--- src/rtl/sat_pack_pkg.sv ---
// Package: shared operation codes for the saturating narrowing unit.
// Assumes a 2-bit select; code 2'b11 is reserved and never produces a result.
package sat_pack_pkg;

    typedef enum logic [1:0] {
        PK_SDW = 2'b00,
        PK_SWB = 2'b01,
        PK_UWB = 2'b10,
        PK_RSV = 2'b11
    } pack_op_e;

    // True for the three codes that produce a result.
    function automatic logic op_is_legal(input logic [1:0] op);
        return op != PK_RSV;
    endfunction

endpackage

--- src/rtl/sat_lane_clamp.sv ---
// Module: clamps one two's-complement lane of IN_W bits into OUT_W bits.
// In signed mode the output range is [-2^(OUT_W-1), 2^(OUT_W-1)-1].
// In unsigned mode the output range is [0, 2^OUT_W-1].
// Assumes IN_W > OUT_W; the input is always read as signed.
module sat_lane_clamp #(
    parameter int IN_W  = 16,
    parameter int OUT_W = 8
) (
    input  logic [IN_W-1:0]  lane_in,
    input  logic             to_unsigned,
    output logic [OUT_W-1:0] lane_out
);

    localparam int EXT_W = IN_W - OUT_W;

    localparam logic signed [IN_W-1:0] SMAX = {{(EXT_W+1){1'b0}}, {(OUT_W-1){1'b1}}};
    localparam logic signed [IN_W-1:0] SMIN = {{(EXT_W+1){1'b1}}, {(OUT_W-1){1'b0}}};
    localparam logic signed [IN_W-1:0] UMAX = {{EXT_W{1'b0}}, {OUT_W{1'b1}}};

    logic signed [IN_W-1:0] val;
    assign val = lane_in;

    // Select between the clamp limits and the low bits of the lane.
    always_comb begin
        if (to_unsigned) begin
            if (val < 0)
                lane_out = '0;
            else if (val > UMAX)
                lane_out = '1;
            else
                lane_out = lane_in[OUT_W-1:0];
        end else begin
            if (val > SMAX)
                lane_out = {1'b0, {(OUT_W-1){1'b1}}};
            else if (val < SMIN)
                lane_out = {1'b1, {(OUT_W-1){1'b0}}};
            else
                lane_out = lane_in[OUT_W-1:0];
        end
    end

endmodule

--- src/rtl/sat_pack_stage.sv ---
// Module: narrows every IN_W lane of two DATA_W operands into one DATA_W result.
// Destination lanes fill the low half and source lanes the high half, each in order.
// Assumes DATA_W is a multiple of IN_W and that IN_W = 2*OUT_W.
module sat_pack_stage #(
    parameter int DATA_W = 64,
    parameter int IN_W   = 16,
    parameter int OUT_W  = 8
) (
    input  logic [DATA_W-1:0] dst_opnd,
    input  logic [DATA_W-1:0] src_opnd,
    input  logic              to_unsigned,
    output logic [DATA_W-1:0] packed_out
);

    localparam int LANES_PER_OP = DATA_W / IN_W;
    localparam int LANES_TOTAL  = 2 * LANES_PER_OP;

    logic [2*DATA_W-1:0] joined;
    assign joined = {src_opnd, dst_opnd};

    // One clamp per output lane; lane k reads input lane k of the joined pair.
    for (genvar k = 0; k < LANES_TOTAL; k++) begin : g_lane
        sat_lane_clamp #(
            .IN_W (IN_W),
            .OUT_W(OUT_W)
        ) u_clamp (
            .lane_in    (joined[k*IN_W +: IN_W]),
            .to_unsigned(to_unsigned),
            .lane_out   (packed_out[k*OUT_W +: OUT_W])
        );
    end

endmodule

--- src/rtl/sat_pack_unit.sv ---
// Module: top of the saturating narrowing unit.
// Builds both narrowing stages in parallel, selects one by op_sel and registers the result.
// Assumes a synchronous active-low reset.
// Assumes the inputs are stable around each rising edge at which in_valid is high.
module sat_pack_unit #(
    parameter int DATA_W = 64,
    parameter int WIDE_W = 32,
    parameter int MID_W  = 16,
    parameter int BYTE_W = 8
) (
    input  logic              clk,
    input  logic              rst_n,
    input  logic              in_valid,
    input  logic [1:0]        op_sel,
    input  logic [DATA_W-1:0] dst_opnd,
    input  logic [DATA_W-1:0] src_opnd,
    output logic              out_valid,
    output logic [DATA_W-1:0] out_result
);
    import sat_pack_pkg::*;

    logic [DATA_W-1:0] dw_packed;
    logic [DATA_W-1:0] wb_packed;
    logic [DATA_W-1:0] sel_packed;
    logic              wb_unsigned;
    logic              accept;

    assign wb_unsigned = (op_sel == PK_UWB);
    assign accept      = in_valid && op_is_legal(op_sel);

    sat_pack_stage #(
        .DATA_W(DATA_W),
        .IN_W  (WIDE_W),
        .OUT_W (MID_W)
    ) u_dw (
        .dst_opnd   (dst_opnd),
        .src_opnd   (src_opnd),
        .to_unsigned(1'b0),
        .packed_out (dw_packed)
    );

    sat_pack_stage #(
        .DATA_W(DATA_W),
        .IN_W  (MID_W),
        .OUT_W (BYTE_W)
    ) u_wb (
        .dst_opnd   (dst_opnd),
        .src_opnd   (src_opnd),
        .to_unsigned(wb_unsigned),
        .packed_out (wb_packed)
    );

    // Pick the stage output that matches the requested mode.
    always_comb begin
        sel_packed = (op_sel == PK_SDW) ? dw_packed : wb_packed;
    end

    // Capture an accepted result; otherwise hold it and drop the valid flag.
    always_ff @(posedge clk) begin
        if (!rst_n) begin
            out_valid  <= 1'b0;
            out_result <= '0;
        end else begin
            out_valid <= accept;
            if (accept)
                out_result <= sel_packed;
        end
    end

endmodule

--- config.mk ---
export PLATFORM = sky130hd
export DESIGN_NAME = sat_pack_unit
export DESIGN_NICKNAME = d
export VERILOG_FILES = /design/src/rtl/sat_pack_pkg.sv /design/src/rtl/sat_lane_clamp.sv /design/src/rtl/sat_pack_stage.sv /design/src/rtl/sat_pack_unit.sv
export SDC_FILE = /design/constraint.sdc
export NUM_CORES = 1
export LEC_CHECK = 0
export BUFFER_PORTS_ARGS = -buffer_cell sky130_fd_sc_hd__buf_4
export CAP_MARGIN = 20
export CORE_MARGIN = 2
export CORE_UTILIZATION = 49
export DETAILED_ROUTE_END_ITERATION = 8
export PLACE_DENSITY = 0.87
export SETUP_SLACK_MARGIN = 0.1
export SYNTH_ARGS = -nofsm -noshare
export SYNTH_HDL_FRONTEND = slang
export SYNTH_SLANG_ARGS = --single-unit
--- constraint.sdc ---
create_clock -name clk -period 5 [get_ports clk]
set_input_delay 0.75 -clock clk [delete_from_list [all_inputs] [get_ports clk]]
set_output_delay 0.75 -clock clk [all_outputs]
set_load 0.005 [all_outputs]
==> PnR_summary.wiki <==
{| class="wikitable"
! Metric !! Value
|-
| Result of the run || finished, final reports clean
|-
| Final period utilization || 49.9%
|-
| Largest family of logic cells by synthesized area || compound AO/OA/AOI/OAI gates
|-
| Last weighted congestion value of the routability-driven placer || 0.933
|-
| EDFF count, synth || 0
|-
| CP endpoint kind || flop
|-
| Total global routing track utilization || 32.1%
|-
| Hold-fix buffers, CTS || 0
|-
| Syn nets || 610
|-
| Initial drt markers || 259
|-
| Skew-Pair Late Insertion Delay || 340 ps
|-
| Multi-input gate area in the final layout || 0.00230 sq mm
|-
| Number of hold violations in the final report || 0
|-
| Switching share of power || 29.4%
|-
| Synth Area in XOR/XNOR || 0%
|-
| Int Pwr || 980 uW
|-
| Layout cell share with drive strength beyond 1 || 34.5%
|-
| Routed metal-1 wire length || 5550 microns
|-
| Main flop type after synthesis || dfxtp_1
|-
| Total clock sinks || 65
|-
| MaxCap Viol Count || 0
|-
| Async set-or-reset flop fraction in the synthesized netlist || 0%
|-
| DR vias || 4773
|-
| Worst-path clk slew || 70 ps
|-
| Diodes inserted || 0
|-
| Die boundary width || 91.6 microns
|-
| Number of nets at the end of the flow || 794
|-
| Maximum buffer depth of the clock tree || 2
|-
| Layout Utilization || 74.2%
|-
| P per Cell Area || 255 mW/mm^2
|-
| Max transition margin || 23.9%
|-
| Fillers || 586
|-
| Count of TritonRoute iterations in the first routing pass || 5
|-
| Largest fanout on the critical path || 45
|-
| PostCTS Resize Cnt || 0
|-
| Mean routed wirelength per cell || 18.3 microns
|-
| Post-layout power || 1390 uW
|-
| Met3 WL post-DR || 1500 microns
|-
| Portion of total power attributed to the clock network || 32.4%
|-
| Via count of the first global-routing pass || 4498
|-
| Synthesized flop and latch total || 65
|-
| Storage cell area || 0.00130 sq mm
|-
| Length of routed met2 wiring || 6620 microns
|-
| Initial core utilization || 51.3%
|-
| Post-synthesis average cell area || 7.88 sq um
|-
| Count of unique library cells instantiated by Yosys || 55
|-
| Worst hold path type || reg -> reg
|-
| Count of buffers inserted at the top-level ports || 197
|-
| Post-layout min period || 2500 ps
|-
| Placement-stage worst setup slack || 2190 ps
|-
| Number of failing setup endpoints in the final timing report || 0
|-
| Post-route standard cell area excluding fillers || 0.00544 sq mm
|-
| Kind of critical path || in -> reg
|-
| First-pass GRT wire length || 22100 microns
|-
| Post-DR vias/cell || 6.24
|-
| Count of pins on the block boundary || 198
|-
| Final max-slew violation count || 0
|-
| Endpoint required time on the critical path || 5220 ps
|-
| RSZ-0062 raised after global routing || false
|-
| Maximum number of pins on one net before global-route repair || 56
|-
| Clock tree from TritonCTS || yes
|-
| Worst vdd rail ir drop || 0.166 mV
|-
| Post-CTS setup buffers || 0
|-
| Placeable core region || 0.00733 sq mm
|-
| Half-perimeter wire length after placement || 10400 microns
|-
| Final Routed Wirelength || 14000 microns
|-
| Seq/Total Area, Yosys || 34.6%
|-
| Final antenna-violating net count || 0
|-
| Standard cell area after detailed placement || 0.00525 sq mm
|-
| Setup TNS || 0 ps
|-
| Data arrival time of the worst path || 2720 ps
|-
| Adder-cell share of the synthesized area || 0%
|-
| Number of antenna violations at the first check in global routing || 0
|-
| Synthesized-area fraction occupied by ao, oa, aoi and oai cells || 38.0%
|-
| Comb pwr share || 25.4%
|-
| Total gr overflow || 0
|-
| Number of warnings printed during yosys synthesis || 0
|-
| Syn Inst Count || 477
|-
| DRC Markers || 0
|-
| Startpoint type of the worst setup path || input pin
|-
| Die Outline Area || 0.00839 sq mm
|-
| PnR worst setup slack || 2500 ps
|-
| Switching Power || 408 uW
|-
| Portion of total power attributed to sequential cells || 42.2%
|-
| Leakage component of the power || 0.00229 uW
|-
| Die extent in y || 91.6 microns
|-
| Clock buffers created by TritonCTS || 9
|-
| Slew of the pin with the lowest slew margin || 1130 ps
|-
| Highest routing layer actually used || met4
|-
| Site row count || 31
|-
| Post-route clock skew || 0 ps
|-
| Maximum clock frequency || 0.400 GHz
|-
| Simple-gate portion of the synthesized area || 22.3%
|-
| Cell Area, Synth || 0.00376 sq mm
|-
| Syn-to-layout area delta || 44.7%
|-
| Clk root buf || clkbuf_8
|-
| Mux cell area share after synthesis || 0.532%
|-
| H-Tree Level Count || 3
|}
[power by group through the flow]
stage	sequential (uW)	combinational (uW)	clock, uW
CTS	585	350	445
finish	586	353	450
global route	590	383	469
floorplan	595	139	0
detailed placement	596	348	0
global placement	596	341	0
[critical path, cell delays in order]
cell and delay (ps):
buf_4 200, a21oi_4 830, buf_4 410, nand2_1 210
o21ai_0 220, a31oi_1 100
[final cells by class]
type                    count  share of cell area (%)
well taps                  99                    2.28
clock inverters             3                   0.736
multi-input cells         377                    42.2
clock buffers              13                    2.74
inverters                   9                   0.621
flip-flops and latches     65                    23.9
repair buffers            199                    27.5
[metal layers]
metal / GRT usage, % / up-vias
met1: 39.7 / 2187
met4: 10.7 / 0
met5: 0 / -
li1: - / 2228
met2: 54.2 / 324
met3: 8.30 / 34
[logic make-up (layout without fill, tap and decap cells)]
| kind of cell | count (synthesis) | in the layout |
|---|---|---|
| AOI/OAI and AO/OA | 218 | 218 |
| and+or+nand+nor | 157 | 157 |
| DFF | 65 | 65 |
| buffers and inverters | 35 | 224 |
| muxes | 2 | 2 |
[stage by stage]
step / hold slack [ps] / cells
finish: 465 / 765
global route: 513 / 765
global placement: 444 / 749
detailed placement: 454 / 749
floorplan: 453 / 477
CTS: 463 / 765
[cell usage after synthesis (all sizes together), types with 2 or more instances]
cell | instances | area (sq um)
nor4 | 17 | 106
nor3 | 4 | 31.3
nor4b | 2 | 17.5
a21oi | 24 | 124
dfxtp | 65 | 1300
o221a | 8 | 90.1
buf | 5 | 30.0
a211oi | 4 | 30.0
nor2 | 13 | 56.3
clkbuf | 20 | 75.1
o22ai | 3 | 18.8
o21ai | 102 | 510
nand4 | 25 | 163
o211ai | 5 | 37.5
a21o | 10 | 75.1
a31oi | 33 | 243
mux2i | 2 | 20.0
a41oi | 8 | 70.1
nand2b | 3 | 18.8
and2 | 16 | 100
o41ai | 6 | 78.8
o21a | 2 | 15.0
inv | 9 | 33.8
nor2b | 3 | 18.8
or4 | 8 | 71.3
nand2 | 63 | 239
a221oi | 2 | 35.0
o311a | 3 | 30.0
[cells in the final DEF, fill, tap and decap left out, types with 12 or more instances in the layout]
master	synthesis	routed
nand2_1	62	62
and2_1	16	16
o21ai_0	92	92
nor2_1	12	12
nor4_1	17	17
nand4_1	24	24
buf_4	0	199
a31oi_1	30	30
dfxtp_1	65	65
a21oi_1	23	22
[state kept, by name, summed over array words and instances, names as in the netlist]
register and flops:
out_result 64, out_valid 1
[final timing paths]
check,startpoint,end,slack (ps),cells after the start
setup / recovery,op_sel[0],out_result[18]$_SDFFE_PN0P_,2500,6
hold / removal,out_result[15]$_SDFFE_PN0P_,out_result[15]$_SDFFE_PN0P_,470,2
setup reg to reg,out_result[8]$_SDFFE_PN0P_,out_result[8]$_SDFFE_PN0P_,4240,2
hold reg to reg,out_result[15]$_SDFFE_PN0P_,out_result[15]$_SDFFE_PN0P_,470,2
No activity file was read; power rests on OpenSTA's default activity.
